$ cat config.mk
export PLATFORM = sky130hd
export DESIGN_NAME = trap_entry_unit
export DESIGN_NICKNAME = d
export VERILOG_FILES = /design/src/rtl/trap_entry_unit.sv
export SDC_FILE = /design/constraint.sdc
export NUM_CORES = 1
export LEC_CHECK = 0
export BUFFER_PORTS_ARGS = -buffer_cell sky130_fd_sc_hd__buf_2
export CELL_PAD_IN_SITES_DETAIL_PLACEMENT = 1
export CELL_PAD_IN_SITES_GLOBAL_PLACEMENT = 2
export CORE_AREA = 2 2 305 156
export CTS_BUF_LIST = sky130_fd_sc_hd__clkbuf_4
export DETAILED_ROUTE_END_ITERATION = 16
export DIE_AREA = 0 0 307 158
export MAX_ROUTING_LAYER = met4
export PLACE_DENSITY_LB_ADDON = 0.1
export SLEW_MARGIN = 20
export SYNTH_ARGS = -nofsm -noshare
export SYNTH_HDL_FRONTEND = slang
export SYNTH_SLANG_ARGS = --single-unit
$ cat constraint.sdc
create_clock -name clk -period 6.2 [get_ports clk]
set_input_delay 0.31 -clock clk [delete_from_list [all_inputs] [get_ports clk]]
set_output_delay 0.31 -clock clk [all_outputs]
set_load 0.005 [all_outputs]
$ cat src/rtl/trap_entry_unit.sv
module trap_entry_unit #(
  parameter int XLEN = 32,
  parameter int NIRQ = 8,
  parameter int VSW = 3,
  parameter int IRQ_BASE = 64,
  parameter logic [XLEN-1:0] RESET_PC = 32'h1C00_0000,
  parameter logic [XLEN-1:0] DBG_OFS = 32'h480
) (
  input  logic            clk,
  input  logic            rst_n,
  input  logic            exc_req,
  input  logic [5:0]      exc_code,
  input  logic [8:0]      exc_sub,
  input  logic            refill_active,
  input  logic            dbg_brk,
  input  logic [NIRQ-1:0] irq_lines,
  input  logic [XLEN-1:0] cur_pc,
  input  logic [31:0]     fetch_word,
  input  logic [XLEN-1:0] entry_base,
  input  logic [XLEN-1:0] refill_entry,
  input  logic            mode_we,
  input  logic [1:0]      mode_plv,
  input  logic            mode_ie,
  input  logic            mode_da,
  input  logic            mode_pg,
  input  logic            cfg_we,
  input  logic [VSW-1:0]  cfg_vs,
  input  logic [NIRQ-1:0] cfg_lie,
  output logic            redirect,
  output logic            irq_taken,
  output logic [XLEN-1:0] next_pc,
  output logic [1:0]      plv,
  output logic            ie,
  output logic            da,
  output logic            pg,
  output logic [VSW-1:0]  vs,
  output logic [NIRQ-1:0] lie,
  output logic [NIRQ-1:0] int_status,
  output logic [5:0]      cause,
  output logic [8:0]      subcause,
  output logic [1:0]      saved_plv,
  output logic            saved_ie,
  output logic [XLEN-1:0] ret_addr,
  output logic [XLEN-1:0] bad_addr,
  output logic [31:0]     bad_instr,
  output logic [1:0]      rf_saved_plv,
  output logic            rf_saved_ie,
  output logic [XLEN-1:0] rf_ret,
  output logic            dbg_active,
  output logic            dbg_cause_brk,
  output logic            dbg_cause_int,
  output logic [5:0]      dbg_code,
  output logic [XLEN-1:0] dbg_ret
);
  localparam int IW = (NIRQ > 1) ? $clog2(NIRQ) : 1;

  logic [NIRQ-1:0] enabled;
  logic [IW-1:0]   win;
  logic [XLEN-1:0] spacing, target;
  logic int_ok, take_dbg, take_exc, take_int, take_dint, normal, cap_badv, cap_badi;

  assign enabled  = int_status & lie;
  assign int_ok   = ie && (|enabled);
  assign take_dbg = dbg_brk;
  assign take_exc = !dbg_brk && exc_req;
  assign take_int = !dbg_brk && !exc_req && int_ok && !dbg_active;
  assign take_dint = !dbg_brk && !exc_req && int_ok && dbg_active;
  assign normal   = take_exc || take_int;
  assign spacing  = (vs == '0) ? '0 : (XLEN'(4) << vs);
  assign cap_badv = take_exc && exc_code >= 6'd11 && exc_code <= 6'd18;
  assign cap_badi = take_exc && !(exc_code == 6'd0 || exc_code == 6'd3 ||
                                  (exc_code == 6'd8 && exc_sub == 9'd0));

  always_comb begin
    win = '0;
    for (int i = 0; i < NIRQ; i++)
      if (enabled[i]) win = IW'(i);
  end

  always_comb begin
    if (take_dbg || take_dint)        target = entry_base + DBG_OFS;
    else if (take_int)                target = entry_base + (XLEN'(IRQ_BASE) + XLEN'(win)) * spacing;
    else if (refill_active)           target = refill_entry;
    else                              target = entry_base + XLEN'(exc_code) * spacing;
  end

  always_ff @(posedge clk) begin
    if (!rst_n) begin
      redirect <= 1'b0;  irq_taken <= 1'b0;  next_pc <= RESET_PC;
      plv <= '0;  ie <= 1'b0;  da <= 1'b1;  pg <= 1'b0;
      vs <= '0;  lie <= '0;  int_status <= '0;
      cause <= '0;  subcause <= '0;  saved_plv <= '0;  saved_ie <= 1'b0;
      ret_addr <= '0;  bad_addr <= '0;  bad_instr <= '0;
      rf_saved_plv <= '0;  rf_saved_ie <= 1'b0;  rf_ret <= '0;
      dbg_active <= 1'b0;  dbg_cause_brk <= 1'b0;  dbg_cause_int <= 1'b0;
      dbg_code <= '0;  dbg_ret <= '0;
    end else begin
      int_status <= irq_lines;
      irq_taken  <= take_int;
      redirect   <= take_dbg || take_dint || normal;
      if (cfg_we) begin
        vs <= cfg_vs;  lie <= cfg_lie;
      end
      if (mode_we && !normal) begin
        plv <= mode_plv;  ie <= mode_ie;
      end
      if (mode_we && !(normal && refill_active)) begin
        da <= mode_da;  pg <= mode_pg;
      end
      if (take_dbg || take_dint) begin
        next_pc <= target;
        dbg_ret <= cur_pc;
        dbg_active <= 1'b1;
        if (take_dbg) begin
          dbg_cause_brk <= 1'b1;  dbg_code <= 6'hC;
        end else
          dbg_cause_int <= 1'b1;
      end
      if (normal) begin
        next_pc <= target;
        plv <= '0;  ie <= 1'b0;
        if (refill_active) begin
          rf_saved_plv <= plv;  rf_saved_ie <= ie;
          da <= 1'b1;  pg <= 1'b0;
          rf_ret <= cur_pc >> 2;
        end else begin
          cause    <= take_int ? 6'd0 : exc_code;
          subcause <= take_int ? 9'd0 : exc_sub;
          saved_plv <= plv;  saved_ie <= ie;
          ret_addr <= cur_pc;
        end
        if (cap_badv) bad_addr <= cur_pc;
        if (cap_badi) bad_instr <= fetch_word;
      end
    end
  end

  assert_status_level_R2: assert property (@(posedge clk) disable iff (!rst_n)
    $past(rst_n) |-> int_status == $past(irq_lines));
  assert_taken_enabled_R3: assert property (@(posedge clk) disable iff (!rst_n)
    irq_taken |-> ($past(ie) && !$past(dbg_active) && (|$past(int_status & lie))));
  assert_mode_cleared_R7: assert property (@(posedge clk) disable iff (!rst_n)
    normal |=> (plv == 2'd0 && !ie));
  assert_refill_mode_R10: assert property (@(posedge clk) disable iff (!rst_n)
    (take_exc && refill_active) |=> (da && !pg && next_pc == $past(refill_entry)));
  assert_debug_entry_R11: assert property (@(posedge clk) disable iff (!rst_n)
    dbg_brk |=> (dbg_active && dbg_code == 6'hC && next_pc == $past(entry_base) + DBG_OFS));
  assert_redirect_marks_R13: assert property (@(posedge clk) disable iff (!rst_n)
    irq_taken |-> redirect);
endmodule

Yosys cells after proc, flatten, opt, wreduce, memory -nomap -nowiden
Index checks and enable logic that the tools add are counted.
- register bits after elaboration: 241
- input port bits: 174
- output and inout port bits: 248
- add/sub/neg operators: 4
- $mul: 2
- magnitude comparators: 2
- eq/ne operators: 2
- shifts and indexed selects: 1
- multiplexer cells: 21
- bitwise operators: 4
- reductions and logical operators: 36
- operator list (cell ; count):
    $mux 32 ; 6
    $add 32x32->32 ; 2
    $add 32x11->32 const B ; 1
    $mul 6x32->32 ; 1
    $mul 8x32->32 ; 1
    $shl 3x3->32 const A ; 1
    $mux 3 ; 5
    $logic_and 1x1->1 ; 13
    $reduce_and 2->1 ; 6
    $logic_not 9->1 ; 1
    $mux 9 ; 1
    $add 7x3->8 const A ; 1
    $and 8x8->8 ; 1
    $reduce_or 8->1 ; 1
    $mux 1 ; 7
    $eq 6x2->1 const B ; 1
    $eq 6x4->1 const B ; 1
    $ge 6x4->1 const B ; 1
    $le 6x5->1 const B ; 1
    $logic_not 1->1 ; 6
    $logic_not 6->1 ; 1
    $mux 6 ; 1
    $logic_or 1x1->1 ; 5
    $logic_not 3->1 ; 1
    other kinds (4) ; 6

Depth between registers and ports, before layout
Gate-level depths: netlist of the first run.
- depth in word-level cells: 15
- depth in mapped cells: 23

Worst setup path after synthesis of the first run
No wires, ideal clock.
- path kind: register to register
- from: register vs[1]
- to: register next_pc[26]
- setup time: 0.141 ns
- data arrival time: 5.255 ns
- data required time: 6.059 ns
- slack: 0.804 ns
- cell stages (with the launch flop): 20
- buffers on the path: 1
- clock period less this slack: 5.396 ns
- path through: dfxtp_1 > clkbuf_1 > nor3b_1 > nand2_1 > fa_1 > fa_1 > inv_1 > fa_1 > inv_1 > fa_1 > inv_1 > ha_1 > o21ai_0 > o211ai_1 > nand3_1 > o21ai_1 > nand3_1 > mux2_2 > a221oi_1 > o211ai_1
- word-level cells in the longest chain between the ends: 9
- RTL lines (what ; line ; RTL):
    start: declaration ; 36 ; output logic [VSW-1:0] vs,
    start signal: assignment ; 102 ; vs <= cfg_vs; lie <= cfg_lie;
    $shl 3x3->32 or $logic_not 3->1 (tied branches) ; 69 ; assign spacing = (vs == '0) ? '0 : (XLEN'(4) << vs);
    $mux 32 * ; 69 ;
    $mul 6x32->32 ; 84 ; else target = entry_base + XLEN'(exc_code) * spacing;
    $add 32x32->32 ; 84 ;
    $mux 32 ; 83 ; else if (refill_active) target = refill_entry;
    $mux 32 * ; 82 ; else if (take_int) target = entry_base + (XLEN'(IRQ_BASE) + XLEN'(win)) * spacing;
    $mux 32 * ; 81 ; if (take_dbg || take_dint) target = entry_base + DBG_OFS;
    $mux 32 ; 110 ; if (take_dbg || take_dint) begin
    $mux 32 * ; 119 ; if (normal) begin
    end signal: assignment ; 111 ; next_pc <= target;
    end signal: assignment ; 120 ; next_pc <= target;
    end: declaration ; 31 ; output logic [XLEN-1:0] next_pc,
Mark *: on every way between the ends. The rest lies on a longest branch, timed or not. The select of a mux whose other input is x is not followed.
A chain may end at the register's enable or synchronous reset.

Worst setup path in the final report of the first run
- from: register vs[2]
- to: register next_pc[20]
Same word-level chain as after synthesis.

==> results.txt, run 1 <==
* Placer congestion estimate: 0.8791
- The number of endpoints with negative hold slack in the final report came to 0.
- In this run the worst path has a maximum fanout of 9.
* Total chip power: 3.997 mW
* Maximum number of buffers from clock root to sink: 3
* Die boundary height: 158 µm
* Fraction of layout cells with a size suffix above 1: 0.2593
- For this run, the slowest stage of the critical path takes 0.56 ns.
- The routed layout has 13.98k vias.
* Run status: completed
* Clock slew at the register clock pins of the worst setup and hold paths: 0.08 ns
* Primary FF master, synth: sky130_fd_sc_hd__dfxtp_1
- Post-synthesis instance total: 1633
- In this run the clock root is driven by a sky130_fd_sc_hd__clkbuf_4.
- Initial cell density of the core: 0.3054
- Number of antenna violations at the first check in global routing: 3
- Share of synthesized area occupied by flip-flops and latches: 0.3412
- In this run the core area contains 56 standard-cell rows.
- Across every metal layer, demand over resource in global routing totals 0.2498.
- Of the total synthesized cell area, the portion taken by full adders, half adders and majority gates is 0.1296.
- Of all flip-flops after synthesis, the portion carrying an async set or reset was 0.
- Min-Delay Path Class: primary input to flop
* Highest attainable clock frequency: 0.1693 GHz
- Number of max-cap violations: 0
- Placed cell areas: 16680 µm²
- Setup crit end kind: flop
* Number of distinct library cell variants in the gate-level netlist after synthesis: 74
- CTS tree: done
* Drt via density: 4.889
- The detailed router finished its first iteration with 734 violations.
* Aggregate global routing overflow: 0
* Cell-by-cell trace of the critical path: nand2_1 -> or2_2 -> inv_1 -> nand2_1 -> fa_1 -> inv_1 -> fa_1 -> fa_1 -> inv_1 -> fa_1 -> inv_1 -> ha_1 -> nand2_1 -> o21ai_0 -> nand3_1 -> o21ai_4 -> nand4_1 -> xnor2_1 -> o21ai_0 -> dlygate4sd3_1 -> a21boi_0
* Power density of the placed cells: 208.3 nW/µm²
- The clock tree synthesis step divided the H-tree into 3 levels.
- Area fraction in compound gates after synthesis: 0.1710
- The first global-routing pass estimated 89.55 mm of wire.
* Detailed Route WL: 60.33 mm
* Final instance area: 19190 µm²
- Between clock sinks in the finished design, the worst skew comes to 0.06602 ns.
- Simple-gate share of the synthesized area: 0.1949
- Number of synthesized register bits: 240
- The area growth from synthesis to layout is 36.30%.
- At the later pin of the worst-skew pair, clock insertion delay measures 0.78 ns.
- Setup violations remaining at the end of the flow were counted as 0.
- Max rail drop VDD: 95.05 µV
- The die is 307 µm wide.
- Number of max-slew violations in the final report: 0
- After the last flow step, the layout net total stands at 2493.
- Pin placement for this block handled 422 I/O pins.
- HPWL after DPL: 43.39 mm
- The number of global-route vias before repair was 14.74k.
- Final period util: 0.9526
- Post-detailed-route count of antenna-violating nets: 0
- The worst pin sits at a relative slew slack of 0.2695.
* Main combinational cell family by area after synthesis: simple AND/OR/NAND/NOR gates
- Final routed wire length divided by cell count: 21.10 µm
* Worst-margin pin slew: 1.096 ns
- Clk sinks: 240
- Synth Area per Inst: 8.622 µm²
* Placeable core region: 46100 µm²
- Number of synthesized flops with an enable pin: 0
- Multiplexer share of the synthesized area: 0.06292
* Flop2flop setup slack: 0.29 ns
- Counting the buffers created by CTS gives 67.
- The first TritonRoute pass finished after 5 iterations.
- Final critical-path required period: 5.906 ns
* Worst path arrival time: 6.62 ns
- In this run the static leakage power is 9.082 nW.
- The floorplan step defined a die boundary enclosing 48510 µm².
* Pin count of the biggest net entering global routing: 125
- Setup repair after global routing could not meet its margin everywhere.
- DRC Markers: 0
- The worst setup path is launched from a flop.
* Area share of xor/xnor cells in the synthesized design: 0.03359
- The count of buffers added on input and output ports is 415.
- The Yosys step of the flow raised 0 warnings.
- Path type of the worst setup path: flop to flop
- For this design, the slowest cell found on the critical path is sky130_fd_sc_hd__dlygate4sd3_1.
- Required time of the critical path: 6.91 ns
* Mapped Area: 14080 µm²
-- Yosys cell counts (all sizes together), types with 6 or more instances --
cell    count  area (µm²)
o211ai     25       192.7
inv       105       394.1
nor2       54       205.2
nor2b      88       550.5
xor2       21       183.9
nand2     294        1104
mux2i      84       840.8
o211a       8       80.08
a221oi      6       52.55
o21ai      43       219.0
nand3      40       200.2
dfxtp     240        4805
nor3b       6       45.04
clkbuf     62       239.0
a21boi    120       900.9
nand2b      8       50.05
a211oi      9       80.08
buf        48       304.0
fa         48       960.9
ha         69       863.3
o221ai      6       52.55
nor3       20       110.1
a21oi      57       285.3
a31oi       9       62.56
and2       39       244.0
xnor2      33       289.0
a21o       11       82.58
nand4      10       62.56
-- layer usage --
metal  part of all wire  GRT usage  vias to the layer above  wire [µm]
met4              0.023    0.06806                        0       1368
met5                  0          -                        -          0
met3              0.050    0.05328                      100       3014
met2               0.45     0.3849                      372      26990
met1               0.48     0.3319                     6857      28950
li1                   -          -                     6650          -
-- worst paths after layout --
kind,startpoint,to,cells past startpoint
max,vs[2],next_pc[20],21
min,refill_entry[31],next_pc[31],5
max reg2reg,vs[2],next_pc[20],21
min reg2reg,next_pc[18],next_pc[18],2
-- worst max-delay path, delay by kind of cell (launching register included) --
family	cells	cell delay, ns
simple gates	6	1.05
xor+xnor	1	0.19
buf+inv	5	0.95
flops	1	0.48
fa+ha+maj	5	2.39
compound gates	4	0.78
-- placed cells by master (no fill, tap or decap), types with 24 or more instances in the layout --
cell type | netlist | routed
sky130_fd_sc_hd__nor2_1 | 53 | 53
sky130_fd_sc_hd__buf_4 | 19 | 30
sky130_fd_sc_hd__o21ai_0 | 33 | 33
sky130_fd_sc_hd__nand2_1 | 294 | 294
sky130_fd_sc_hd__o211ai_1 | 24 | 24
sky130_fd_sc_hd__nor2b_1 | 88 | 88
sky130_fd_sc_hd__a21boi_0 | 112 | 112
sky130_fd_sc_hd__ha_1 | 69 | 69
sky130_fd_sc_hd__dlygate4sd3_1 | 0 | 160
sky130_fd_sc_hd__and2_1 | 39 | 39
sky130_fd_sc_hd__nand3_1 | 40 | 40
sky130_fd_sc_hd__a21oi_1 | 57 | 54
sky130_fd_sc_hd__inv_1 | 105 | 104
sky130_fd_sc_hd__fa_1 | 48 | 48
sky130_fd_sc_hd__xnor2_1 | 33 | 33
sky130_fd_sc_hd__clkbuf_4 | 1 | 96
sky130_fd_sc_hd__dfxtp_1 | 240 | 238
sky130_fd_sc_hd__mux2i_1 | 84 | 84
sky130_fd_sc_hd__buf_2 | 24 | 414
-- power by group --
part / leakage [nW] / switching, mW / total (mW) / internal (mW)
clock network: 0.507 / 0.764 / 1.56 / 0.795
logic: 6.61 / 0.434 / 0.780 / 0.346
registers: 1.96 / 0.0443 / 1.66 / 1.61
-- stage by stage --
| step | setup WS (ns) | setup TNS, ns | instances | hold slack [ns] | utilization |
|---|---|---|---|---|---|
| final | 0.2941 | 0 | 2859 | 0.07177 | 0.4163 |
| after detailed placement | 0.2179 | 0 | 2580 | 0.4441 | 0.3617 |
| after global routing | -0.003653 | -0.003653 | 2859 | 0.03078 | 0.4163 |
| after global placement | 0.4750 | 0 | 2580 | 0.4273 | 0.3617 |
| after floorplan | 0.8041 | 0 | 1638 | 0.4202 | - |
| after CTS | 0.03952 | 0 | 2855 | 0.0005161 | 0.4150 |
-- cell type report --
class,count,area [µm²]
fill,5552,26910
multi-input combinational,1183,8458
sequential,240,4807
timing repair buffer,605,3910
tap,609,762.0
clock buffer,96,720.7
inverter,105,394.1
clock inverter,19,133.9
antenna,2,5.005
-- state kept, by name, summed over array words and instances, names as in the netlist, 6 cells and up --
signal,flops
bad_addr,32
bad_instr,32
cause,6
dbg_ret,32
int_status,8
lie,8
next_pc,32
ret_addr,32
rf_ret,30
subcause,9
-- what timing repair did --
| item | CTS | global route |
|---|---|---|
| resized for setup | 0 | 9 |
| setup buffers | 0 | 2 |
| setup endpoints to repair | 0 | 12 |
| endpoints found under the hold margin | 226 | 0 |
| hold buffers | 160 | 0 |
-- cell families (layout without fill, tap and decap cells) --
logic type,after synthesis,in the layout
AOI/OAI and AO/OA,337,337
xor gates and xnor gates,54,54
adders and majority gates,117,117
buffers and inverters,215,825
DFF,240,240
muxes,88,88
other,1,8
and+or+nand+nor,581,581
Power figures use the tool's default switching activity.
==> inputs of run 2 (changes only) <==
--- a/config.mk
+++ b/config.mk
@@ -14,6 +14,7 @@
 export DIE_AREA = 0 0 307 158
 export MAX_ROUTING_LAYER = met4
 export PLACE_DENSITY_LB_ADDON = 0.1
+export RECOVER_POWER = 25
 export SLEW_MARGIN = 20
 export SYNTH_ARGS = -nofsm -noshare
 export SYNTH_HDL_FRONTEND = slang
==> results.txt, run 2 (synthesized netlist as in run 1, its figures left out) <==
- The flow ran to the end, and the final reports show no timing, DRC or antenna violations.
* Path type of the worst setup path: flop to flop
- The total number of vias is 13.87k (-0.77%).
* Aggregate global routing overflow: 0 (unchanged)
* Placed cell areas: 16680 µm² (unchanged)
- Setup repair after global routing could not meet its margin everywhere.
* Setup crit end kind: flop
- Initial cell density of the core: 0.3054 (unchanged)
- The CTS buffer count came to 67 (unchanged).
- Drt pass-1 iters: 5 (unchanged)
* Width of the die: 307 µm (unchanged)
* Final-stage net count: 2493 (unchanged)
- The portion of the clock cycle consumed by the worst path in the final layout was 0.9551 (+0.002520).
- The data arrival time of the critical path came to 6.63 ns (about the same).
- Source-to-sink clock delay at the later pin of the worst-skew pair: 0.78 ns (about the same)
* Final routed wire length divided by cell count: 21.08 µm (about the same)
- The worst-case vdd ir drop came to 95.05 µV (about the same).
- Vias in the first global route: 14.74k (unchanged)
- The total half-perimeter wirelength after legalization and detailed placement is 43.39 mm (unchanged).
- DRC Markers: 0 (unchanged)
- The initial antenna violation count was 3 (unchanged).
* Die boundary height: 158 µm (unchanged)
* Rel. slew slack: 0.2719 (+0.002407)
- Highest routed metal layer: met4
- The areal power density over the cells came to 209.0 nW/µm² (+0.36%).
* Maximum net fanout on the critical path: 9 (unchanged)
- The maximum root-to-sink buffer count came to 3 (unchanged).
* Post-detailed-route count of antenna-violating nets: 0 (unchanged)
- The area of the core region came to 46100 µm² (unchanged).
- The total design power is 3.989 mW (-0.21%).
- The routed wire length is 60.27 mm (about the same).
- The amount of wire on met2 after detailed routing came to 26.96 mm (-0.13%).
* Port Buffer Count: 415 (unchanged)
- Utilization after layout: 0.4139 (-0.002334)
* Post-route worst setup slack: 0.2785 ns (-0.01562 ns)
* Count of pins on the block boundary: 422 (unchanged)
* Total met3 wirelength after detailed routing: 3.083 mm (+2.3%)
* Post-Place Worst Slack: 0.2179 ns (unchanged)
* Worst Skew: 0.07064 ns (+0.004613 ns)
- Area Growth Syn to Fin: 35.54%
* Count of endpoints failing setup in the final report: 0 (unchanged)
* Switching part of the total: 0.3108 (about the same)
- The routability congestion estimate came to 0.8791 (unchanged).
- The row count came to 56 (unchanged).
* Maximum level of the CTS H-tree: 3 (unchanged)
- STA classifies the critical path startpoint as a flop.
- The total global routing track utilization was 0.2498 (unchanged).
- Fraction of layout cells with a size suffix above 1: 0.2211 (-0.03826)
- Internal portion of total power: 2.749 mW (-0.20%)
* Global-route wire length before repair: 89.55 mm (unchanged)
- Part of the total power dissipated in the clock network: 0.390 (about the same)
- Final critical-path required period: 5.922 ns (+0.01562 ns)
* Drt via density: 4.852 (-0.77%)
- Required time of the critical path: 6.91 ns (about the same)
- CTS tree: done
* Final instance area: 19080 µm² (-0.56%)
- Net switching power: 1.240 mW (-0.22%)
- In this run the worst hold path is classified as primary input to flop.
- Clk sinks: 240 (unchanged)
- Leaving out fill and tap cells, the most frequent cells in the layout are 328 x sky130_fd_sc_hd__buf_2, 294 x sky130_fd_sc_hd__nand2_1, 238 x sky130_fd_sc_hd__dfxtp_1.
- The combinational cell fraction of total power is 0.194 (about the same).
* Relative contribution of sequential cells to total power: 0.416 (about the same)
* Clock slew at the register clock pins of the worst setup and hold paths: 0.08 ns (about the same)
* Initial DRC count: 720 (-1.9%)
- Die outline area: 48510 µm² (unchanged)
- The total of max-cap violations came to 0 (unchanged).
* Pin count of the biggest net entering global routing: 125 (unchanged)
* Clock tree root buffer cell: sky130_fd_sc_hd__clkbuf_4
- Number of failing hold endpoints at the final stage: 0 (unchanged)
- The number of slew-limit violations in the final report came to 0 (unchanged).
- The slew at the pin closest to its max-slew limit came to 1.092 ns (-0.003611 ns).
- The library cell used most frequently in the layout, excluding fill and tap cells, is sky130_fd_sc_hd__buf_2.
- The highest clock rate is 0.1689 GHz (-0.26%).
* Cell leakage power: 8.729 nW (-3.9%)
- Met1 WL: 28.90 mm (-0.18%)
- Fin Setup TNS: 0 ns (unchanged)
==> run 2: changes by cell type in the layout (fill, tap and decap cells not counted), sizes merged <==
cell and delta:
clkbuf +86, buf -86
==> run 2: what timing repair did <==
action / CTS / global route
endpoints found under the hold margin: 226 / 0
resized for setup: 0 / 9
hold buffers: 160 / 0
setup buffers: 0 / 2
endpoints found under the setup margin: 0 / 12
==> run 2: power groups by stage <==
stage / clock, mW / combinational, mW / sequential, mW
6_report: 1.56 / 0.774 / 1.66
4_1_cts: 1.63 / 0.780 / 1.66
5_1_grt: 1.71 / 0.853 / 1.67
3_3_place_gp: 0 / 0.675 / 1.69
2_1_floorplan: 0 / 0.370 / 1.69
3_5_place_dp: 0 / 0.689 / 1.69
==> run 2: final timing paths <==
check	cells after the start	to	start	slack (ns)
worst max register to register	21	next_pc[20]	vs[2]	0.28
worst max-delay path	21	next_pc[20]	vs[2]	0.28
worst min-delay path	2	next_pc[26]	rst_n	0.07
worst min register to register	2	next_pc[17]	next_pc[17]	0.45
==> run 2: layout make-up <==
type | instances | area (µm²)
Antenna cell | 2 | 5.005
Tap cell | 609 | 762.0
Clock inverter | 19 | 133.9
Sequential cell | 240 | 4807
Multi-Input combinational cell | 1183 | 8458
Clock buffer | 96 | 720.7
Timing Repair Buffer | 605 | 3802
Inverter | 105 | 394.1
Fill cell | 5585 | 27020
==> run 2: worst max-delay path, cell delays in order (launching register included) <==
cell and delay, ns:
sky130_fd_sc_hd__dfxtp_1 0.47, sky130_fd_sc_hd__nand2_1 0.07, sky130_fd_sc_hd__or2_2 0.33, sky130_fd_sc_hd__inv_1 0.24, sky130_fd_sc_hd__nand2_1 0.11, sky130_fd_sc_hd__fa_1 0.51
sky130_fd_sc_hd__inv_1 0.06, sky130_fd_sc_hd__fa_1 0.50, sky130_fd_sc_hd__fa_1 0.55, sky130_fd_sc_hd__inv_1 0.05, sky130_fd_sc_hd__fa_1 0.49, sky130_fd_sc_hd__inv_1 0.04
sky130_fd_sc_hd__ha_1 0.35, sky130_fd_sc_hd__nand2_1 0.11, sky130_fd_sc_hd__o21ai_0 0.29, sky130_fd_sc_hd__nand3_1 0.25, sky130_fd_sc_hd__o21ai_4 0.27, sky130_fd_sc_hd__nand4_1 0.19
sky130_fd_sc_hd__xnor2_1 0.19, sky130_fd_sc_hd__o21ai_0 0.09, sky130_fd_sc_hd__dlygate4sd3_1 0.56, sky130_fd_sc_hd__a21boi_0 0.15
==> run 2: metrics by stage <==
stage          std cells  hold WS (ns)
3_5_place_dp        2580        0.4441
6_report            2859       0.07205
4_1_cts             2855     0.0005161
3_3_place_gp        2580        0.4273
5_1_grt             2859       0.03078
2_1_floorplan       1638        0.4202
==> run 2: layer usage <==
| metal | GRT usage | vias up |
|---|---|---|
| met3 | 0.05328 | 95 |
| li1 | - | 6647 |
| met1 | 0.3319 | 6766 |
| met2 | 0.3849 | 364 |
| met4 | 0.06806 | 0 |
| met5 | - | - |
